$ cat src/rtl/wdt2_pkg.sv
package wdt2_pkg;
    localparam int ADDR_W = 4;
    localparam int DATA_W = 16;

    localparam logic [ADDR_W-1:0] OFS_KICK = 4'h0;
    localparam logic [ADDR_W-1:0] OFS_STAT = 4'h4;
    localparam logic [ADDR_W-1:0] OFS_CTRL = 4'h8;
    localparam logic [ADDR_W-1:0] OFS_PER  = 4'hC;

    localparam int FLAG_BIT = 3;
    localparam int ACLR_BIT = 13;
endpackage

$ cat src/rtl/wdt2_regs.sv
module wdt2_regs
    import wdt2_pkg::*;
#(
    parameter int PERIOD_W = 10,
    parameter logic [PERIOD_W-1:0] DEF_PERIOD = 20,
    parameter logic ACLR_INIT = 1'b1
) (
    input  logic                clk_i,
    input  logic                srst_i,
    input  logic                wr_i,
    input  logic [ADDR_W-1:0]   addr_i,
    input  logic [DATA_W-1:0]   wdata_i,
    input  logic [PERIOD_W-1:0] count_i,
    input  logic                flag_i,
    output logic [DATA_W-1:0]   rdata_o,
    output logic [PERIOD_W-1:0] period_o,
    output logic                aclr_o,
    output logic                kick_o,
    output logic                clear_o
);
    localparam int PAD_W = DATA_W - PERIOD_W;

    typedef struct packed {
        logic [PERIOD_W-1:0] period;
        logic                aclr;
    } regs_t;

    regs_t st_d, st_q;

    always_comb begin
        st_d = st_q;
        if (wr_i && addr_i == OFS_PER) begin
            st_d.period = wdata_i[PERIOD_W-1:0];
        end
        if (wr_i && addr_i == OFS_CTRL) begin
            st_d.aclr = wdata_i[ACLR_BIT];
        end
    end

    always_ff @(posedge clk_i) begin
        if (srst_i) begin
            st_q.period <= DEF_PERIOD;
            st_q.aclr   <= ACLR_INIT;
        end else begin
            st_q <= st_d;
        end
    end

    always_comb begin
        kick_o  = wr_i && (addr_i == OFS_KICK);
        clear_o = kick_o || (wr_i && (addr_i == OFS_STAT) && wdata_i[FLAG_BIT]);
    end

    always_comb begin
        rdata_o = '0;
        unique case (addr_i)
            OFS_KICK: rdata_o = {{PAD_W{1'b0}}, count_i};
            OFS_STAT: rdata_o[FLAG_BIT] = flag_i;
            OFS_CTRL: rdata_o[ACLR_BIT] = st_q.aclr;
            OFS_PER:  rdata_o = {{PAD_W{1'b0}}, st_q.period};
            default:  rdata_o = '0;
        endcase
    end

    assign period_o = st_q.period;
    assign aclr_o   = st_q.aclr;

    AST_CTRL_HOLDS: assert property (@(posedge clk_i) disable iff (srst_i)
        !(wr_i && addr_i == OFS_CTRL) |=> $stable(aclr_o));
    AST_PERIOD_HOLDS: assert property (@(posedge clk_i) disable iff (srst_i)
        !(wr_i && addr_i == OFS_PER) |=> $stable(period_o));
endmodule

$ cat src/rtl/wdt2_counter.sv
module wdt2_counter #(
    parameter int PERIOD_W = 10,
    parameter logic [PERIOD_W-1:0] DEF_PERIOD = 20
) (
    input  logic                clk_i,
    input  logic                srst_i,
    input  logic                tick_i,
    input  logic                reload_i,
    input  logic [PERIOD_W-1:0] period_i,
    output logic [PERIOD_W-1:0] count_o,
    output logic                expire_o
);
    localparam logic [PERIOD_W-1:0] ONE = PERIOD_W'(1);

    typedef struct packed {
        logic [PERIOD_W-1:0] cnt;
    } cnt_t;

    cnt_t st_d, st_q;
    logic last_step;

    always_comb begin
        st_d      = st_q;
        last_step = (st_q.cnt <= ONE);
        expire_o  = 1'b0;
        if (reload_i) begin
            st_d.cnt = period_i;
        end else if (tick_i) begin
            if (last_step) begin
                st_d.cnt = period_i;
                expire_o = 1'b1;
            end else begin
                st_d.cnt = st_q.cnt - ONE;
            end
        end
    end

    always_ff @(posedge clk_i) begin
        if (srst_i) begin
            st_q.cnt <= DEF_PERIOD;
        end else begin
            st_q <= st_d;
        end
    end

    assign count_o = st_q.cnt;

    AST_COUNT_IDLE: assert property (@(posedge clk_i) disable iff (srst_i)
        (!tick_i && !reload_i) |=> $stable(count_o));
    AST_RELOAD_VALUE: assert property (@(posedge clk_i) disable iff (srst_i)
        expire_o |=> (count_o == $past(period_i)));
    AST_KICK_NO_EXPIRE: assert property (@(posedge clk_i) disable iff (srst_i)
        reload_i |-> !expire_o);
endmodule

$ cat src/rtl/wdt2_strike.sv
module wdt2_strike #(
    parameter int RST_HOLD = 8
) (
    input  logic clk_i,
    input  logic srst_i,
    input  logic expire_i,
    input  logic aclr_i,
    input  logic clear_i,
    output logic flag_o,
    output logic rst_o
);
    localparam int HOLD_W = $clog2(RST_HOLD + 1);
    localparam logic [HOLD_W-1:0] HOLD_LOAD = HOLD_W'(RST_HOLD);

    typedef struct packed {
        logic              flag;
        logic [HOLD_W-1:0] hold;
    } strike_t;

    strike_t st_d, st_q;

    always_comb begin
        st_d = st_q;
        if (st_q.hold != '0) begin
            st_d.hold = st_q.hold - HOLD_W'(1);
        end
        if (clear_i) begin
            st_d.flag = 1'b0;
        end
        if (expire_i) begin
            if (aclr_i) begin
                st_d.flag = 1'b0;
            end else if (st_q.flag) begin
                st_d.hold = HOLD_LOAD;
            end else begin
                st_d.flag = 1'b1;
            end
        end
    end

    always_ff @(posedge clk_i) begin
        if (srst_i) begin
            st_q.flag <= 1'b0;
            st_q.hold <= '0;
        end else begin
            st_q <= st_d;
        end
    end

    assign flag_o = st_q.flag;
    assign rst_o  = (st_q.hold != '0);

    AST_SECOND_STRIKE: assert property (@(posedge clk_i) disable iff (srst_i)
        $rose(rst_o) |-> $past(expire_i && flag_o && !aclr_i));
    AST_FIRST_STRIKE: assert property (@(posedge clk_i) disable iff (srst_i)
        (expire_i && !aclr_i && !flag_o) |=> (flag_o && !rst_o));
    AST_AUTOCLR: assert property (@(posedge clk_i) disable iff (srst_i)
        (expire_i && aclr_i) |=> !flag_o);
    AST_HOLD_BOUND: assert property (@(posedge clk_i) disable iff (srst_i)
        st_q.hold <= HOLD_LOAD);
endmodule

$ cat src/rtl/wdt2_top.sv
module wdt2_top
    import wdt2_pkg::*;
#(
    parameter int PERIOD_W = 10,
    parameter logic [PERIOD_W-1:0] DEF_PERIOD = 20,
    parameter int RST_HOLD = 8,
    parameter logic ACLR_INIT = 1'b1
) (
    input  logic              clk_i,
    input  logic              srst_i,
    input  logic              reg_wr_i,
    input  logic [ADDR_W-1:0] reg_addr_i,
    input  logic [DATA_W-1:0] reg_wdata_i,
    output logic [DATA_W-1:0] reg_rdata_o,
    input  logic              tick_i,
    output logic              sys_rst_o
);
    logic [PERIOD_W-1:0] count_w;
    logic [PERIOD_W-1:0] period_w;
    logic                flag_w;
    logic                aclr_w;
    logic                kick_w;
    logic                clear_w;
    logic                expire_w;

    wdt2_regs #(
        .PERIOD_W  (PERIOD_W),
        .DEF_PERIOD(DEF_PERIOD),
        .ACLR_INIT (ACLR_INIT)
    ) regs_i (
        .clk_i   (clk_i),
        .srst_i  (srst_i),
        .wr_i    (reg_wr_i),
        .addr_i  (reg_addr_i),
        .wdata_i (reg_wdata_i),
        .count_i (count_w),
        .flag_i  (flag_w),
        .rdata_o (reg_rdata_o),
        .period_o(period_w),
        .aclr_o  (aclr_w),
        .kick_o  (kick_w),
        .clear_o (clear_w)
    );

    wdt2_counter #(
        .PERIOD_W  (PERIOD_W),
        .DEF_PERIOD(DEF_PERIOD)
    ) cnt_i (
        .clk_i   (clk_i),
        .srst_i  (srst_i),
        .tick_i  (tick_i),
        .reload_i(kick_w),
        .period_i(period_w),
        .count_o (count_w),
        .expire_o(expire_w)
    );

    wdt2_strike #(
        .RST_HOLD(RST_HOLD)
    ) strike_i (
        .clk_i   (clk_i),
        .srst_i  (srst_i),
        .expire_i(expire_w),
        .aclr_i  (aclr_w),
        .clear_i (clear_w),
        .flag_o  (flag_w),
        .rst_o   (sys_rst_o)
    );

    AST_W1C_CLEARS: assert property (@(posedge clk_i) disable iff (srst_i)
        (reg_wr_i && reg_addr_i == OFS_STAT && reg_wdata_i[FLAG_BIT] && !tick_i)
        |=> !flag_w);
    AST_KICK_CLEARS: assert property (@(posedge clk_i) disable iff (srst_i)
        (reg_wr_i && reg_addr_i == OFS_KICK) |=> (!flag_w && count_w == $past(period_w)));
endmodule

$ cat config.mk
export PLATFORM = sky130hd
export DESIGN_NAME = wdt2_top
export DESIGN_NICKNAME = d
export VERILOG_FILES = /design/src/rtl/wdt2_pkg.sv /design/src/rtl/wdt2_regs.sv /design/src/rtl/wdt2_counter.sv /design/src/rtl/wdt2_strike.sv /design/src/rtl/wdt2_top.sv
export SDC_FILE = /design/constraint.sdc
export NUM_CORES = 1
export LEC_CHECK = 0
export BUFFER_PORTS_ARGS = -buffer_cell sky130_fd_sc_hd__buf_4
export CORE_ASPECT_RATIO = 0.5
export CORE_MARGIN = 8
export CORE_UTILIZATION = 25
export DETAILED_ROUTE_END_ITERATION = 12
export PLACE_DENSITY = 0.49
export SETUP_SLACK_MARGIN = 0.2
export SLEW_MARGIN = 20
export SYNTH_ARGS = -nofsm -noshare
export SYNTH_HDL_FRONTEND = slang
export SYNTH_SLANG_ARGS = --single-unit
$ cat constraint.sdc
create_clock -name clk_i -period 2.7 [get_ports clk_i]
set_input_delay 0.135 -clock clk_i [delete_from_list [all_inputs] [get_ports clk_i]]
set_output_delay 0.135 -clock clk_i [all_outputs]
set_load 0.1 [all_outputs]
# Yosys cells after proc, flatten, opt, wreduce, memory -nomap -nowiden
# Index checks and enable logic that the tools add are counted.
dict set report word_totals {
  reg_bits 26
  input_bits 24
  mem_bits_ro 0
  out_inout_bits 17
  latch_bits 0
  wordCells 37
  memories 0
  ramBits 0
}
dict set report classes {
  n_addsub 2
  n_eq_ne 3
  n_mux 17
  multipliers 0
  reduce_logical 9
  div_mod_pow 0
  bitwise_logic 0
  shift 0
  n_lt_le_gt_ge 1
}
# op n
set op_table {}
lappend op_table {{10-bit two-way mux} 3}
lappend op_table {{4-bit two-way mux} 3}
lappend op_table {{6-bit one-hot mux with 2 select lines} 1}
lappend op_table {{10-bit by 1-bit <= comparator with 1-bit output (second input constant)} 1}
lappend op_table {{10-bit by 1-bit subtractor with 10-bit output (second input constant)} 1}
lappend op_table {{4-bit == test (second input constant)} 2}
lappend op_table {{1-bit two-way mux} 7}
lappend op_table {{3-bit one-hot mux with 2 select lines} 1}
lappend op_table {{1-bit logical AND} 5}
lappend op_table {{5-bit two-way mux} 1}
lappend op_table {{4-bit by 3-bit == test with 1-bit output (second input constant)} 1}
lappend op_table {{4-bit logical NOT} 1}
lappend op_table {{4-bit nonzero test} 1}
lappend op_table {{4-bit by 1-bit subtractor with 4-bit output (second input constant)} 1}
lappend op_table {{1-bit one-hot mux with 3 select lines} 1}
lappend op_table {{2-bit nonzero test} 1}
lappend op_table {{1-bit logical OR} 1}

# Logic depth before layout (Yosys ltp)
dict set report depth {
  word_depth 8
  mapped_depth 6
  mapped_depth_nobuf 6
}

# Modules after synthesis
# Synthesis repeated with hierarchy kept, for this count alone.
dict set report hier_totals {
  hier_cells 183
  area_unflattened_um2 1599.0
}
# module cells_each area_per_inst_um2 seq_area_each_um2 instances
set by_module_without_submodules {}
lappend by_module_without_submodules {wdt2_regs 75 684.4 220.2 1}
lappend by_module_without_submodules {wdt2_counter 82 673.1 200.2 1}
lappend by_module_without_submodules {wdt2_strike 26 241.5 100.1 1}

# Least setup slack after synthesis
# Ideal clock, no wire load.
dict set report synth_path {
  path_kind {flip-flop to output port}
  start {register cnt_i.st_q (netlist bit cnt_i.count_o[3])}
  end {output port reg_rdata_o[3]}
  path_stages_with_launch 5
  required_ns 2.565
  setup_slack_ns -0.063
  n_path_buf 0
  arrival_time_ns 2.628
  cell_sequence {dfxtp_1 -> mux2i_1 -> nor2_1 -> a31oi_1 -> nor3_1}
}
dict set report synth_via {
  elab_chain_len 1
}
# item line
set synth_rtl {}
lappend synth_rtl {{start, declared} wdt2_counter.sv:19} ;# cnt_t st_d, st_q;
lappend synth_rtl {{start signal, assigned} wdt2_counter.sv:42} ;# st_q <= st_d;
lappend synth_rtl {{1-bit one-hot mux with 3 select lines} wdt2_regs.sv:56} ;# unique case (addr_i)
lappend synth_rtl {{end, declared} wdt2_top.sv:14} ;# output logic [DATA_W-1:0] reg_rdata_o,
# No other way between the ends.

# Worst setup path after layout
dict set report layout_path {
  start {register cnt_i.st_q (netlist bit cnt_i.count_o[0])}
  end {register cnt_i.st_q (netlist bit cnt_i.count_o[5])}
}
dict set report layout_via {
  elab_chain_len 4
  word_cells_on_any_way 5
  classes_between {add/sub: 1; order compare: 1; mux: 3}
}
# item line
set layout_rtl {}
lappend layout_rtl {{10-bit by 1-bit subtractor with 10-bit output / 10-bit by 1-bit <= comparator with 1-bit output (equally long branches)} {wdt2_counter.sv:33, wdt2_counter.sv:24}}
lappend layout_rtl {{10-bit two-way mux (*)} wdt2_counter.sv:29} ;# if (last_step) begin
lappend layout_rtl {{10-bit two-way mux (*)} wdt2_counter.sv:28} ;# end else if (tick_i) begin
lappend layout_rtl {{10-bit two-way mux (*)} wdt2_counter.sv:26} ;# if (reload_i) begin
# Every way passes the cells marked *; elsewhere a longest branch is shown, timed or not. The select of a mux whose other input is x is not followed.
# A chain may end at the register's enable or synchronous reset.

==> flow_metrics.py <==
metrics = {
    "global_route": {
        "grt_max_degree": 25,
        "antenna_found_initial": 0,
        "overflow": 0,
        "grt_usage": 0.0970,
        "first_global_vias": 1494,
        "grt_pass1_wl_mm": 7.42,
    },
    "clock_network": {
        "ctsHoldBuffers": 0,
        "cts_root_buf": "clkbuf_16",
        "cts_sinks": 26,
        "postCtsSetupRepairBufs": 0,
        "cts_resized": 0,
        "path_clk_slew_ns": 0.07,
        "tritoncts": "yes",
        "cts_max_path_buffers": 2,
        "cts-buffers-inserted": 3,
        "clk-insertion-delay-late_ns": 0.26,
        "htreeDepth": 1,
    },
    "layout": {
        "nets": 253,
        "fill_cells": 650,
        "final_common_cell": "buf_4",
        "drive_above_1_share": 0.200,
        "regArea_sq_um": 520,
        "areaGrowthSynthToFinish_pct": 24.0,
        "diodes": 0,
        "instances_no_fill": 313,
        "final_cell_mix": "buf_4, nand2_1, dfxtp_1",
        "finalInstanceArea_sq_um": 1970,
        "final_core_util": 0.323,
        "multi_input_area_sq_um": 963,
    },
    "place": {
        "place_hpwl_mm": 3.39,
        "io_buffers": 30,
        "placed_area_sq_um": 1860,
        "place_congestion": 0.907,
        "dp_cells": 309,
    },
    "setup_path": {
        "path_class": "reg2reg",
        "worstPathRequired_ns": 2.88,
        "r2r_setup_slack_ns": 0.47,
        "r2r_cells": 6,
        "worst_ep_arrival_time_ns": 2.41,
        "endpoint_kind": "register",
        "reg2reg_to": "cnt_i.count_o[5]",
        "cp_max_fo": 8,
        "startpoint_type": "register",
        "reg2reg_from": "cnt_i.count_o[0]",
    },
    "sta": {
        "slew_viol_final": 0,
        "rsz0062_at_grt": "no",
        "finalCritPeriodShare": 0.826,
        "relSlewSlack": 0.483,
        "finalHoldViolCount": 0,
        "layout_min_cycle_time_ns": 2.23,
        "fin_worst_skew_ns": 0.00323,
        "timing.setup.tns_ns": 0,
        "fmax_mhz": 449,
        "tightest_slew_ns": 0.768,
        "finalSetupViolations": 0,
    },
    "job": {
        "maxCapViolations": 0,
    },
    "die": {
        "io_pins": 41,
        "die_y_um": 72.4,
        "start_util": 0.260,
        "core_area_sq_um": 6110,
        "rows": 20,
        "fp.dieW_um": 129,
        "die_area_sq_um": 9310,
    },
    "min_path": {
        "holdPathStages": 3,
        "hold_class": "in2reg",
        "worstHoldStart": "reg_wdata_i[13]",
        "hold_end": "regs_i.aclr_o",
    },
    "route": {
        "drc_errors": 0,
        "avgViaCountPerCell": 5.07,
        "first_pass_iters": 4,
        "ant_nets": 0,
        "wl_mm": 4.53,
        "drtIter0Drc": 69,
        "routedWlPerCell_um": 14.5,
        "vias": 1588,
    },
    "synth": {
        "synth_seq_area_share": 0.328,
        "synth-seq-cells": 26,
        "syn_avg_cell_area_sq_um": 7.90,
        "async_flop_share": 0,
        "ys.flop_type": "dfxtp_1",
        "yosys_warnings": 0,
        "synth-edff-count": 0,
        "synth_area_sq_um": 1590,
        "synth_cell_type_count": 52,
        "syn_inst": 201,
    },
    "power": {
        "power_mw": 1.29,
        "p_leak_nw": 0.735,
        "peakVddDrop_v": 0.000604,
        "p_per_area_nw_per_um2": 654,
    },
    "outcome": {
        "status": "complete, no violations",
    },
}
==> report_power, final <==
group          total, mW  internal, mW  switching, mW
clock network      0.433         0.295          0.138
registers          0.456         0.419         0.0365
logic              0.400         0.130          0.270
total               1.29         0.844          0.444
==> cell families (layout without fill, tap and decap cells) <==
group | count (synthesis) | in the layout | synth area share
fa+ha+maj | 3 | 3 | 0.0236
flops | 26 | 26 | 0.328
compound gates | 58 | 58 | 0.258
other cells | 1 | 5 | 0.00236
buf+inv | 24 | 44 | 0.0780
xor+xnor | 2 | 2 | 0.0110
mux | 3 | 3 | 0.0189
simple gates | 84 | 84 | 0.280
==> area by class of cell <==
type,instances,area share
Clock buffer,3,0.0381
Clock inverter,1,0.0152
Timing Repair Buffer,32,0.122
Inverter,8,0.0152
Multi-Input combinational cell,155,0.489
Sequential cell,26,0.264
Tap cell,88,0.0559
==> Yosys cell counts, drive strengths merged (4+ instances only) <==
cell,number,share of area
inv,8,0.019
a22o,9,0.050
dfxtp,26,0.33
o21ai,5,0.016
nand3,8,0.025
nand2,30,0.071
or4,4,0.021
clkbuf,9,0.021
buf,7,0.038
or3,6,0.027
nor2,11,0.026
a21oi,19,0.060
nor4,6,0.024
nor3,8,0.032
==> metrics by stage <==
| step | hold slack, ns | setup slack [ns] |
|---|---|---|
| finish | 0.0880 | 0.470 |
| global route | 0.103 | 0.368 |
| CTS | 0.0863 | 0.501 |
| detailed placement | 0.360 | 0.528 |
| global placement | 0.356 | 0.560 |
| floorplan | 0.257 | 0.622 |
==> registers in the layout, summed over array words and instances, names as in the netlist <==
signal and count:
cnt_i.count_o 10, regs_i.aclr_o 1, regs_i.period_o 10, strike_i.flag_o 1, strike_i.st_q 4
==> worst max path at each step <==
| stage | startpoint | to | slack (ns) | depth (start not counted) |
|---|---|---|---|---|
| after CTS | cnt_i.count_o[0] | cnt_i.count_o[5] | 0.50 | 6 |
| after global routing | cnt_i.count_o[0] | cnt_i.count_o[5] | 0.37 | 6 |
| after global placement | cnt_i.count_o[0] | cnt_i.count_o[5] | 0.56 | 6 |
| final | cnt_i.count_o[0] | cnt_i.count_o[5] | 0.47 | 6 |
| after floorplan | strike_i.st_q[0] | strike_i.st_q[0] | 0.62 | 6 |
| after detailed placement | cnt_i.count_o[0] | cnt_i.count_o[5] | 0.53 | 6 |
==> critical path, stage by stage, from the launching register on <==
cell and delay [ns]:
dfxtp_1 0.48, inv_1 0.12, ha_1 0.29, o21bai_1 0.36, nor3_2 0.15, or4_1 0.49, a311oi_1 0.25
==> metal layers <==
metal	up-vias	routed length [um]	part of all wire	GRT usage
met5	-	0	0	0
met4	0	50	0.011	0.0323
met3	6	306	0.068	0.0234
met2	60	2050	0.45	0.158
met1	739	2120	0.47	0.123
li1	783	-	-	-
(Power assumes the default switching activity.)
